[src/rtl/vnu_pkg.sv]
package vnu_pkg;

    localparam int MSG_W = 5;
    localparam int SUM_W = 8;
    localparam int DEG   = 3;

    localparam int MSG_MAX = (2 ** (MSG_W - 1)) - 1;
    localparam int MSG_MIN = -(2 ** (MSG_W - 1));

    typedef logic signed [MSG_W-1:0] msg_t;
    typedef logic signed [SUM_W-1:0] sum_t;

    typedef struct packed {
        logic              hard;
        msg_t [DEG-1:0]    ext;
    } vnu_result_t;

    function automatic sum_t widen(input msg_t m);
        return {{(SUM_W - MSG_W){m[MSG_W-1]}}, m};
    endfunction

    // multiply by 0.75 as half plus quarter, floor rounding
    function automatic sum_t scale_075(input msg_t m);
        sum_t w;
        w = widen(m);
        return (w >>> 1) + (w >>> 2);
    endfunction

    function automatic msg_t clip(input sum_t s);
        sum_t hi;
        sum_t lo;
        hi = sum_t'(MSG_MAX);
        lo = sum_t'(MSG_MIN);
        if (s > hi)      return msg_t'(MSG_MAX);
        else if (s < lo) return msg_t'(MSG_MIN);
        else             return s[MSG_W-1:0];
    endfunction

endpackage

[src/rtl/vnu_scale.sv]
module vnu_scale
    import vnu_pkg::*;
#(
    parameter int N = DEG
) (
    input  msg_t [N-1:0] msg_in,
    output sum_t [N-1:0] msg_scaled
);

    for (genvar k = 0; k < N; k++) begin : g_edge
        assign msg_scaled[k] = scale_075(msg_in[k]);
    end

endmodule

[src/rtl/vnu_sum.sv]
module vnu_sum
    import vnu_pkg::*;
#(
    parameter int N = DEG
) (
    input  msg_t         chan,
    input  sum_t [N-1:0] scaled,
    output sum_t         total,
    output msg_t [N-1:0] extrinsic
);

    always_comb begin
        total = widen(chan);
        for (int k = 0; k < N; k++) begin
            total = total + scaled[k];
        end
    end

    for (genvar k = 0; k < N; k++) begin : g_ext
        sum_t leave_one_out;
        assign leave_one_out = total - scaled[k];
        assign extrinsic[k]  = clip(leave_one_out);
    end

endmodule

[src/rtl/vnu_core.sv]
module vnu_core
    import vnu_pkg::*;
(
    input  logic                  clk,
    input  logic                  rst,
    input  logic                  in_valid,
    input  logic [MSG_W-1:0]      chan_llr,
    input  logic [DEG*MSG_W-1:0]  chk_msg_flat,
    output logic                  out_valid,
    output logic [DEG*MSG_W-1:0]  var_msg_flat,
    output logic                  hard_bit
);

    msg_t [DEG-1:0] chk_in;
    sum_t [DEG-1:0] chk_scaled;
    sum_t           total_sum;
    msg_t [DEG-1:0] ext_msg;
    vnu_result_t    res_d;
    vnu_result_t    res_q;
    logic           valid_q;

    assign chk_in = chk_msg_flat;

    vnu_scale #(.N(DEG)) u_scale (
        .msg_in     (chk_in),
        .msg_scaled (chk_scaled)
    );

    vnu_sum #(.N(DEG)) u_sum (
        .chan      (msg_t'(chan_llr)),
        .scaled    (chk_scaled),
        .total     (total_sum),
        .extrinsic (ext_msg)
    );

    always_comb begin
        res_d.hard = total_sum[SUM_W-1];
        res_d.ext  = ext_msg;
    end

    always_ff @(posedge clk) begin
        if (rst) begin
            valid_q <= 1'b0;
            res_q   <= '0;
        end else begin
            valid_q <= in_valid;
            if (in_valid) begin
                res_q <= res_d;
            end
        end
    end

    assign out_valid    = valid_q;
    assign var_msg_flat = res_q.ext;
    assign hard_bit     = res_q.hard;

endmodule

[config.mk]
export PLATFORM = sky130hd
export DESIGN_NAME = vnu_core
export DESIGN_NICKNAME = d
export VERILOG_FILES = /design/src/rtl/vnu_pkg.sv /design/src/rtl/vnu_scale.sv /design/src/rtl/vnu_sum.sv /design/src/rtl/vnu_core.sv
export SDC_FILE = /design/constraint.sdc
export NUM_CORES = 1
export LEC_CHECK = 0
export CORE_MARGIN = 2
export CORE_UTILIZATION = 25
export DETAILED_ROUTE_END_ITERATION = 8
export HOLD_SLACK_MARGIN = 0.1
export PLACE_DENSITY = 0.48
export SYNTH_ARGS = -nofsm -noshare
export SYNTH_HDL_FRONTEND = slang
export SYNTH_SLANG_ARGS = --single-unit
[constraint.sdc]
create_clock -name clk -period 7.8 [get_ports clk]
set_input_delay 1.56 -clock clk [delete_from_list [all_inputs] [get_ports clk]]
set_output_delay 1.56 -clock clk [all_outputs]
set_load 0.005 [all_outputs]
==> flow_results.xml <==
<?xml version="1.0" encoding="UTF-8"?>
<metrics>
  <group name="sta">
    <metric name="clock.fmax" unit="MHz">140.4</metric>
    <metric name="finalWorstSetupSlack" unit="ns">0.6781</metric>
    <metric name="rsz_0062_raised_after_global_routing" unit="">false</metric>
    <metric name="period_utilization" unit="">0.9131</metric>
    <metric name="period_needed" unit="ns">7.122</metric>
    <metric name="finalHoldViolations" unit="">0</metric>
    <metric name="tns" unit="ns">0</metric>
    <metric name="worst-slew-pin-transition" unit="ns">0.6843</metric>
    <metric name="worst_slew_margin_rel" unit="">0.5405</metric>
    <metric name="slew_viol_final" unit="">0</metric>
    <metric name="fin_worst_skew" unit="ns">0</metric>
    <metric name="final-setup-viol-count" unit="">0</metric>
  </group>
  <group name="setup_path">
    <metric name="crit_path_end_kind" unit="">register</metric>
    <metric name="reg2reg_setup_slack" unit="ns">6.89</metric>
    <metric name="critical_path_arrival" unit="ns">7.29</metric>
    <metric name="worst_setup_path_endpoint" unit="">var_msg_flat[2]$_SDFFE_PP0P_</metric>
    <metric name="register_to_register_path_depth" unit="">4</metric>
    <metric name="crit-reg2reg-capture" unit="">var_msg_flat[8]$_SDFFE_PP0P_</metric>
    <metric name="critPathKind" unit="">in2reg</metric>
    <metric name="crit_required" unit="ns">7.96</metric>
    <metric name="crit_start" unit="">chk_msg_flat[2]</metric>
    <metric name="reg2reg_from" unit="">var_msg_flat[8]$_SDFFE_PP0P_</metric>
    <metric name="critical_path_peak_fanout" unit="">9</metric>
    <metric name="setup_crit_start_kind" unit="">input pin</metric>
  </group>
  <group name="placed_design">
    <metric name="gpl.final_weighted_congestion" unit="">0.8358</metric>
    <metric name="numPortBuffers" unit="">36</metric>
    <metric name="detailed_place.area" unit="µm²">3064</metric>
    <metric name="hpwl" unit="µm">5114</metric>
    <metric name="place_worst_setup_slack" unit="ns">0.4016</metric>
  </group>
  <group name="floorplan">
    <metric name="floorplan.core_area" unit="µm²">9864</metric>
    <metric name="design.die.area" unit="µm²">11090</metric>
    <metric name="initial_core_util" unit="">0.2600</metric>
    <metric name="fp.dieH" unit="µm">105.3</metric>
    <metric name="boundaryPins" unit="">40</metric>
    <metric name="die_x" unit="µm">105.3</metric>
    <metric name="std_cell_rows" unit="">36</metric>
  </group>
  <group name="clock_network">
    <metric name="clkSinkCount" unit="">17</metric>
    <metric name="numCtsBuffers" unit="">3</metric>
    <metric name="cts_tree" unit="">built</metric>
    <metric name="cts_repair_resize_count" unit="">0</metric>
    <metric name="cts-htree-levels" unit="">1</metric>
    <metric name="clkSlewWorstSetupHoldPaths" unit="ns">0.07</metric>
    <metric name="cts_hold_repair.buffers" unit="">0</metric>
    <metric name="cts-root-buf" unit="">clkbuf_8</metric>
    <metric name="setup_fix_bufs_post_cts" unit="">0</metric>
    <metric name="clockBufferDepth" unit="">2</metric>
    <metric name="insertion_delay" unit="ns">0.25</metric>
  </group>
  <group name="global_routing">
    <metric name="grt_first_pass_wirelength" unit="µm">10260</metric>
    <metric name="vias_in_the_first_global_route" unit="">2201</metric>
    <metric name="grt_max_degree" unit="">20</metric>
    <metric name="antenna_found_initial" unit="">0</metric>
    <metric name="gr-total-overflow" unit="">0</metric>
    <metric name="global_route.usage.total" unit="">0.1110</metric>
  </group>
  <group name="route">
    <metric name="detail-route-antenna-nets" unit="">0</metric>
    <metric name="drcViolationCount" unit="">0</metric>
    <metric name="dr.pass1.iters" unit="">4</metric>
    <metric name="drt-total-wl" unit="µm">5932</metric>
    <metric name="viasPerCell" unit="">4.628</metric>
    <metric name="detail_route.iter0.violations" unit="">61</metric>
    <metric name="detailroute.via_count" unit="">2212</metric>
    <metric name="drt-wirelength-per-cell" unit="µm">12.41</metric>
  </group>
  <group name="cells_and_area">
    <metric name="share_of_layout_cells_above_drive_strength_1" unit="">0.04928</metric>
    <metric name="design_area" unit="µm²">3110</metric>
    <metric name="fillCellCount" unit="">1062</metric>
    <metric name="antenna-diode-count" unit="">0</metric>
    <metric name="nNetsFinal" unit="">424</metric>
    <metric name="flow.area_growth_from_synthesis" unit="%">21.27</metric>
  </group>
  <group name="synth">
    <metric name="synth.avg_cell_area" unit="µm²">8.221</metric>
    <metric name="seq_area_frac_synth" unit="">0.1327</metric>
    <metric name="yosysUniqueCellTypes" unit="">49</metric>
    <metric name="async_flop_share" unit="">0</metric>
    <metric name="number_of_enable_flip_flop_cells_after_synthesis" unit="">0</metric>
    <metric name="post_synth_inst_count" unit="">312</metric>
    <metric name="synth.largest_area_cell" unit="">ha_1</metric>
    <metric name="yosysWarningCount" unit="">0</metric>
    <metric name="netlist_area_before_placement" unit="µm²">2565</metric>
    <metric name="syn-num-nets" unit="">390</metric>
    <metric name="primary_flip_flop_cell_chosen_by_synthesis_mapping" unit="">dfxtp_1</metric>
    <metric name="synthTopCellsByArea" unit="">ha_1 21%, dfxtp_1 13%, fa_1 9.4%</metric>
    <metric name="synth.ff_latch_count" unit="">17</metric>
    <metric name="netlist_top_cells_count" unit="">43 x ha_1, 42 x inv_1, 24 x a21oi_1, 21 x nor2_1, 19 x o21ai_0</metric>
    <metric name="synth.most_common_cell" unit="">ha_1</metric>
    <metric name="proportion_of_netlist_area_held_by_the_largest_area_contributor" unit="">0.2098</metric>
  </group>
  <group name="hold_path">
    <metric name="worst_hold_startpoint" unit="">var_msg_flat[0]$_SDFFE_PP0P_</metric>
    <metric name="min-delay-path-class" unit="">reg2reg</metric>
  </group>
  <group name="job">
    <metric name="drv.max_cap_violation_count" unit="">0</metric>
  </group>
  <group name="status">
    <metric name="outcome" unit="">finished, final reports clean</metric>
  </group>
</metrics>
## final cells by class
cell class | count | area (µm²) | area share
flip-flops and latches | 17 | 340.3 | 0.1094
multi-input cells | 246 | 2039 | 0.6557
well taps | 133 | 166.4 | 0.05350
inverters | 42 | 157.7 | 0.05068
repair buffers | 36 | 360.3 | 0.1158
clock inverters | 1 | 5.005 | 0.001609
clock buffers | 3 | 41.29 | 0.01327
## critical path: stages
cell	delay, ns
clkdlybuf4s50_1	0.57
ha_1	0.20
fa_1	0.41
inv_1	0.18
fa_1	0.44
inv_1	0.07
ha_1	0.16
inv_1	0.06
fa_1	0.48
inv_1	0.05
ha_1	0.32
nor2b_1	0.15
o21ai_0	0.17
nand2b_1	0.11
xor2_1	0.39
ha_1	0.42
o21a_1	0.15
o211ai_1	0.19
o21ai_2	0.09
xnor2_1	0.13
xnor2_1	0.56
o21ai_0	0.21
a211oi_1	0.24
## flip-flops by register name, indices dropped and copies added, names as in the netlist
signal and count:
hard_bit 1, out_valid 1, var_msg_flat 15
## cells in the final DEF, fill, tap and decap left out, types with 6 or more instances in the layout
| master | synthesis | layout |
|---|---|---|
| nand2_1 | 18 | 18 |
| a21o_1 | 11 | 11 |
| a21oi_1 | 24 | 24 |
| xor2_1 | 10 | 10 |
| clkdlybuf4s50_1 | 0 | 36 |
| o21ai_0 | 19 | 19 |
| fa_1 | 12 | 12 |
| inv_1 | 42 | 42 |
| dfxtp_1 | 17 | 17 |
| ha_1 | 43 | 43 |
| nor2_1 | 21 | 21 |
| a211oi_1 | 11 | 11 |
| nor3_1 | 6 | 6 |
| xnor2_1 | 15 | 15 |
## through the flow
stage | utilization | instances | hold slack, ns
after floorplan | - | 312 | 0.4618
after global placement | 0.3106 | 474 | 0.4643
after detailed placement | 0.3106 | 474 | 0.4687
after CTS | 0.3153 | 478 | 0.4806
after global routing | 0.3153 | 478 | 0.5116
final | 0.3153 | 478 | 0.4741
## how the worst min path moves through the flow
stage,endpoint,slack (ns),cells past startpoint
after floorplan,var_msg_flat[14]$_SDFFE_PP0P_,0.46,2
after global placement,var_msg_flat[14]$_SDFFE_PP0P_,0.46,2
after detailed placement,var_msg_flat[14]$_SDFFE_PP0P_,0.47,2
after CTS,var_msg_flat[0]$_SDFFE_PP0P_,0.48,2
after global routing,var_msg_flat[0]$_SDFFE_PP0P_,0.51,2
final,var_msg_flat[0]$_SDFFE_PP0P_,0.47,2
## routing by layer
layer / part of all wire / global-route usage / up-vias
met5: 0 / 0 / -
met4: 0.0032 / 0.01714 / 0
met3: 0.031 / 0.009895 / 2
met2: 0.45 / 0.1829 / 38
met1: 0.52 / 0.1599 / 1012
li1: - / - / 1160
## cells by family after synthesis
family	count (synthesis)	share of synthesized area
buf+inv	49	0.07219
simple gates	65	0.1210
xor+xnor	27	0.1010
compound gates	97	0.2615
flops	17	0.1327
mux	2	0.008293
fa+ha+maj	55	0.3034
Power is left out: the tool's default activity adds up to more than one toggle a clock period on the data nets, which glitch-free logic cannot reach.
